`src/rtl/swinc_bank_pkg.sv`:
```
package swinc_bank_pkg;
  localparam int DATA_W  = 32;
  localparam int ADDR_W  = 7;
  localparam int EVT_W   = 10;
  localparam int CYC_IDX = 31;

  localparam logic [EVT_W-1:0] EVT_SWINC = 10'h000;
  localparam logic [EVT_W-1:0] EVT_CHAIN = 10'h01E;

  localparam logic [ADDR_W-1:0] A_CTRL     = 7'h00;
  localparam logic [ADDR_W-1:0] A_EN_SET   = 7'h01;
  localparam logic [ADDR_W-1:0] A_EN_CLR   = 7'h02;
  localparam logic [ADDR_W-1:0] A_OVF      = 7'h03;
  localparam logic [ADDR_W-1:0] A_CNT_BASE = 7'h20;
  localparam logic [ADDR_W-1:0] A_CYC      = 7'h3F;
  localparam logic [ADDR_W-1:0] A_EVT_BASE = 7'h40;
endpackage

```
`src/rtl/swinc_select.sv`:
```
module swinc_select
  import swinc_bank_pkg::*;
#(
  parameter int NUM_CNT = 6
) (
  input  logic                     fire_i,
  input  logic [NUM_CNT-1:0]       mask_i,
  input  logic [NUM_CNT-1:0]       en_i,
  input  logic [NUM_CNT*EVT_W-1:0] evt_i,
  output logic [NUM_CNT-1:0]       hit_o,
  output logic [NUM_CNT-1:0]       chain_o
);
  for (genvar i = 0; i < NUM_CNT; i++) begin : g_lane
    logic [EVT_W-1:0] evt;
    assign evt      = evt_i[i*EVT_W +: EVT_W];
    assign hit_o[i] = fire_i & mask_i[i] & en_i[i] & (evt == EVT_SWINC);
    // chain flag sits on the low (even) index, decoded from the odd partner
    if ((i % 2 == 0) && (i + 1 < NUM_CNT)) begin : g_even
      assign chain_o[i] = (evt_i[(i+1)*EVT_W +: EVT_W] == EVT_CHAIN);
    end else begin : g_odd
      assign chain_o[i] = 1'b0;
    end
  end
endmodule

```
`src/rtl/swinc_pair.sv`:
```
module swinc_pair #(
  parameter int CNT_W = 32
) (
  input  logic [CNT_W-1:0] lo_i,
  input  logic [CNT_W-1:0] hi_i,
  input  logic             hit_lo_i,
  input  logic             hit_hi_i,
  input  logic             chain_i,
  output logic [CNT_W-1:0] lo_o,
  output logic [CNT_W-1:0] hi_o,
  output logic             ovf_lo_o,
  output logic             ovf_hi_o
);
  logic lo_wrap;
  logic hi_step;

  assign lo_wrap = hit_lo_i & (&lo_i);
  assign lo_o    = lo_i + CNT_W'(hit_lo_i);

  // chained: high half advances on low wrap only, regardless of its own gating
  assign hi_step  = chain_i ? lo_wrap : hit_hi_i;
  assign hi_o     = hi_i + CNT_W'(hi_step);
  assign ovf_lo_o = lo_wrap & ~chain_i;
  assign ovf_hi_o = hi_step & (&hi_i);
endmodule

```
`src/rtl/swinc_counter_bank.sv`:
```
module swinc_counter_bank
  import swinc_bank_pkg::*;
#(
  parameter int NUM_PAIRS = 3,
  parameter int CNT_W     = 32
) (
  input  logic              clk_i,
  input  logic              rst_ni,
  input  logic              swinc_we_i,
  input  logic [DATA_W-1:0] swinc_mask_i,
  input  logic              reg_we_i,
  input  logic [ADDR_W-1:0] reg_addr_i,
  input  logic [DATA_W-1:0] reg_wdata_i,
  output logic [DATA_W-1:0] reg_rdata_o
);
  localparam int NUM_CNT = 2 * NUM_PAIRS;

  logic                     ctrl_en_q;
  logic [NUM_CNT-1:0]       en_q;
  logic                     cyc_en_q;
  logic [NUM_CNT-1:0]       ovf_q;
  logic [CNT_W-1:0]         cyc_q;
  logic [CNT_W-1:0]         cnt_q   [NUM_CNT];
  logic [EVT_W-1:0]         evt_q   [NUM_CNT];
  logic [CNT_W-1:0]         cnt_nxt [NUM_CNT];
  logic [NUM_CNT*EVT_W-1:0] evt_flat;
  logic [NUM_CNT*CNT_W-1:0] cnt_flat;
  logic [NUM_CNT-1:0]       hit;
  logic [NUM_CNT-1:0]       chain;
  logic [NUM_CNT-1:0]       ovf_set;
  logic                     fire;
  logic                     unused_mask;

  assign unused_mask = ^swinc_mask_i[DATA_W-1:NUM_CNT];
  assign fire        = swinc_we_i & ctrl_en_q;

  for (genvar i = 0; i < NUM_CNT; i++) begin : g_flat
    assign evt_flat[i*EVT_W +: EVT_W] = evt_q[i];
    assign cnt_flat[i*CNT_W +: CNT_W] = cnt_q[i];
  end

  swinc_select #(.NUM_CNT(NUM_CNT)) u_select (
    .fire_i  (fire),
    .mask_i  (swinc_mask_i[NUM_CNT-1:0]),
    .en_i    (en_q),
    .evt_i   (evt_flat),
    .hit_o   (hit),
    .chain_o (chain)
  );

  for (genvar p = 0; p < NUM_PAIRS; p++) begin : g_pair
    swinc_pair #(.CNT_W(CNT_W)) u_pair (
      .lo_i     (cnt_q[2*p]),
      .hi_i     (cnt_q[2*p+1]),
      .hit_lo_i (hit[2*p]),
      .hit_hi_i (hit[2*p+1]),
      .chain_i  (chain[2*p]),
      .lo_o     (cnt_nxt[2*p]),
      .hi_o     (cnt_nxt[2*p+1]),
      .ovf_lo_o (ovf_set[2*p]),
      .ovf_hi_o (ovf_set[2*p+1])
    );
  end

  logic wr_ctrl, wr_en_set, wr_en_clr, wr_ovf, wr_cyc;
  assign wr_ctrl   = reg_we_i & (reg_addr_i == A_CTRL);
  assign wr_en_set = reg_we_i & (reg_addr_i == A_EN_SET);
  assign wr_en_clr = reg_we_i & (reg_addr_i == A_EN_CLR);
  assign wr_ovf    = reg_we_i & (reg_addr_i == A_OVF);
  assign wr_cyc    = reg_we_i & (reg_addr_i == A_CYC);

  always_ff @(posedge clk_i or negedge rst_ni) begin
    if (!rst_ni) begin
      ctrl_en_q <= 1'b0;
      en_q      <= '0;
      cyc_en_q  <= 1'b0;
      ovf_q     <= '0;
      cyc_q     <= '0;
    end else begin
      if (wr_ctrl) ctrl_en_q <= reg_wdata_i[0];
      if (wr_en_set) begin
        en_q     <= en_q | reg_wdata_i[NUM_CNT-1:0];
        cyc_en_q <= cyc_en_q | reg_wdata_i[CYC_IDX];
      end else if (wr_en_clr) begin
        en_q     <= en_q & ~reg_wdata_i[NUM_CNT-1:0];
        cyc_en_q <= cyc_en_q & ~reg_wdata_i[CYC_IDX];
      end
      // set beats same-cycle clear
      ovf_q <= (ovf_q & ~(wr_ovf ? reg_wdata_i[NUM_CNT-1:0] : '0)) | ovf_set;
      if (wr_cyc) cyc_q <= reg_wdata_i[CNT_W-1:0];
    end
  end

  for (genvar i = 0; i < NUM_CNT; i++) begin : g_reg
    localparam logic [ADDR_W-1:0] CNT_ADDR = A_CNT_BASE + ADDR_W'(i);
    localparam logic [ADDR_W-1:0] EVT_ADDR = A_EVT_BASE + ADDR_W'(i);
    logic wr_cnt, wr_evt;
    assign wr_cnt = reg_we_i & (reg_addr_i == CNT_ADDR);
    assign wr_evt = reg_we_i & (reg_addr_i == EVT_ADDR);

    always_ff @(posedge clk_i or negedge rst_ni) begin
      if (!rst_ni) begin
        cnt_q[i] <= '0;
        evt_q[i] <= '0;
      end else begin
        cnt_q[i] <= wr_cnt ? reg_wdata_i[CNT_W-1:0] : cnt_nxt[i];
        if (wr_evt) evt_q[i] <= reg_wdata_i[EVT_W-1:0];
      end
    end
  end

  always_comb begin
    reg_rdata_o = '0;
    if (reg_addr_i == A_CTRL) begin
      reg_rdata_o[0] = ctrl_en_q;
    end else if (reg_addr_i == A_EN_SET || reg_addr_i == A_EN_CLR) begin
      reg_rdata_o[NUM_CNT-1:0] = en_q;
      reg_rdata_o[CYC_IDX]     = cyc_en_q;
    end else if (reg_addr_i == A_OVF) begin
      reg_rdata_o[NUM_CNT-1:0] = ovf_q;
    end else if (reg_addr_i == A_CYC) begin
      reg_rdata_o = DATA_W'(cyc_q);
    end else begin
      for (int i = 0; i < NUM_CNT; i++) begin
        if (reg_addr_i == A_CNT_BASE + ADDR_W'(i)) reg_rdata_o = DATA_W'(cnt_q[i]);
        if (reg_addr_i == A_EVT_BASE + ADDR_W'(i)) reg_rdata_o = DATA_W'(evt_q[i]);
      end
    end
  end
endmodule

```
`config.mk`:
```
export PLATFORM = sky130hd
export DESIGN_NAME = swinc_counter_bank
export DESIGN_NICKNAME = d
export VERILOG_FILES = /design/src/rtl/swinc_bank_pkg.sv /design/src/rtl/swinc_select.sv /design/src/rtl/swinc_pair.sv /design/src/rtl/swinc_counter_bank.sv
export SDC_FILE = /design/constraint.sdc
export NUM_CORES = 1
export LEC_CHECK = 0
export ABC_CLOCK_PERIOD_IN_PS = 8500
export BUFFER_PORTS_ARGS = -buffer_cell sky130_fd_sc_hd__buf_2
export CORE_MARGIN = 4
export CORE_UTILIZATION = 65
export CTS_CLUSTER_DIAMETER = 150
export CTS_CLUSTER_SIZE = 25
export DETAILED_ROUTE_END_ITERATION = 12
export GPL_TIMING_DRIVEN = 0
export MAX_ROUTING_LAYER = met4
export PLACE_DENSITY = 0.84
export SETUP_SLACK_MARGIN = 0.4
export SLEW_MARGIN = 30
export SYNTH_ARGS = -nofsm -noshare
export SYNTH_HDL_FRONTEND = slang
export SYNTH_HIERARCHICAL = 1
export SYNTH_SLANG_ARGS = --single-unit
```
`constraint.sdc`:
```
create_clock -name clk_i -period 8.5 [get_ports clk_i]
set_clock_uncertainty 0.2 [all_clocks]
set_input_delay 0.425 -clock clk_i [delete_from_list [all_inputs] [get_ports clk_i]]
set_output_delay 0.425 -clock clk_i [all_outputs]
set_load 0.05 [all_outputs]
```
==> impl_metrics.csv <==
group,metric,value,unit
sta,slew_violations,0,
clock_network,worstSkewPairLatency,0.52,ns
grt,grt_pass1_vias,15000,
pwr,clkPwrFrac,0.275,
setup_path,crit_required,8.69,ns
synth,synth_cells,1708,
sta,totalNegativeSetupSlack,0,ns
finish,syn_to_final_growth,7.70,%
die,core-area,0.0272,mm²
clock_network,h-tree-depth,1,
grt,gr-total-overflow,0,
synth,avgSynthCellArea,10.6,µm²
clock_network,clk_path_buf_depth,3,
sta,slew_headroom,0.268,
die,die-width,175,µm
status,status,"complete, no violations",
finish,nets,1894,
clock_network,cts_setup_buffers,0,
route,vias,15500,
pwr,vdd_drop_max,162,µV
sta,whs,0.00474,ns
sta,max_freq,214,MHz
die,io_pins,107,
grt,antenna_found_initial,0,
setup_path,cp_max_fo,5,
clock_network,cts_tree,"yes",
setup_path,end_kind,"flip-flop",
clock_network,numClockSinks,298,
clock_network,cts-root-buf,"clkbuf_16",
pwr,p_leak,8.99,nW
pwr,p_sw_frac,0.287,
pwr,intPower,2.04,mW
sta,rsz0062_at_grt,"false",
route,ant_nets,0,
pwr,powerDensity,147,mW/mm²
synth,synth_area,0.0181,mm²
setup_path,critical_path_class,"reg2reg",
grt,grt_first_pass_wirelength,94000,µm
clock_network,cts_hold_buf,1,
pwr,p_switching,0.822,mW
setup_path,cp.arrival,4.87,ns
sta,worstMarginPinSlew,1.10,ns
sta,hold_viol_final,0,
route,routedWlPerCell,28.9,µm
clock_network,cts_resized,0,
place,place_congestion,1.02,
clock_network,cts_made_buffers,15,
grt,grt_max_degree,90,
route,vias_per_cell,7.10,
die,fp-row-count,60,
sta,period_share,0.550,
route,postRouteWirelength,63000,µm
finish,layout_common_cells,"298 x dfrtp_1, 291 x mux2_2, 145 x nand2_1, 145 x xnor2_1, 118 x buf_2",
grt,grt_use_total,0.415,
finish,drive_gt1_frac,0.275,
route,dr.pass1.iters,8,
synth,syn_nets,1795,
place,place_hpwl,47100,µm
finish,final_common_cell,"dfrtp_1",
worst_hold_path,hold_path_class,"in2reg",
route,drtIter0Drc,2289,
sta,min_period,4.68,ns
setup_path,start_kind,"flip-flop",
synth,yosysWarnings,6,
route,post-route-drc-count,0,
pwr,combPwrFrac,0.135,
pwr,power.share.sequential,0.590,
sta,setup_violations,0,
place,io_buffers,78,
die,chipHeight,175,µm
run,drv_cap,0,
die,start_util,0.667,
die,die_area,0.0306,mm²
clock_network,clkTransAtPathRegs,0.12,ns
==> final cells by class <==
class	count	area (µm²)
inverter	16	60.1
multi-input combinational	1312	10300
clock buffer	16	389
sequential	298	7460
antenna	1	2.50
tap	372	465
fill	1940	7660
timing repair buffer	82	493
buffer	82	375
==> power groups by stage <==
stage          Combinational, mW  Sequential, mW  Clock [mW]
2_1_floorplan              0.245            1.65           0
3_3_place_gp               0.353            1.70           0
3_5_place_dp               0.375            1.71           0
4_1_cts                    0.378            1.68       0.791
5_1_grt                    0.412            1.70       0.842
6_report                   0.385            1.69       0.788
==> registers in the layout, indices dropped and copies added, names as in the netlist, named ones only <==
| name | cells |
|---|---|
| ovf_q | 6 |
| ctrl_en_q | 1 |
| evt_flat | 60 |
| cnt_flat | 192 |
| cyc_q | 32 |
==> final timing paths <==
path                       slack, ns           start             to  depth (start not counted)
setup / recovery                3.82    evt_flat[30]  cnt_flat[110]                         13
hold / removal                 0.005  reg_wdata_i[9]   evt_flat[59]                          2
setup reg to reg                3.82    evt_flat[30]  cnt_flat[110]                         13
hold reg to reg                 0.30        ovf_q[0]       ovf_q[0]                          1
max in group asynchronous       6.66          rst_ni   cnt_flat[81]                          4
min in group asynchronous       0.23          rst_ni   evt_flat[34]                          2
==> routing by layer <==
| layer | global-route usage | share of wire |
|---|---|---|
| met5 | - | 0 |
| met4 | 0.134 | 0.038 |
| met3 | 0.0868 | 0.11 |
| met2 | 0.596 | 0.43 |
| met1 | 0.596 | 0.42 |
==> worst max-delay path, stage by stage (launching register included) <==
cell	delay (ns)
dfrtp_1	0.51
or4_4	0.58
nor3_1	0.44
inv_1	0.14
nor3_1	0.26
nand4_1	0.17
nand2_1	0.14
ha_1	0.22
ha_1	0.23
nand3_1	0.27
nor4_1	0.73
nand2_1	0.19
xnor2_1	0.18
mux2_2	0.27
==> per-stage QoR <==
step / area (µm²) / total power, mW / std cells / worst slack [ns] / util
global placement: 19000 / 2.05 / 2158 / 1.31 / 0.698
finish: 19500 / 2.86 / 2179 / 3.82 / 0.718
CTS: 19500 / 2.85 / 2178 / 3.99 / 0.718
floorplan: 18100 / 1.90 / 1708 / 4.73 / -
detailed placement: 19100 / 2.08 / 2161 / 3.92 / 0.703
global route: 19500 / 2.95 / 2178 / 3.73 / 0.718
No activity file was read; power rests on OpenSTA's default activity.
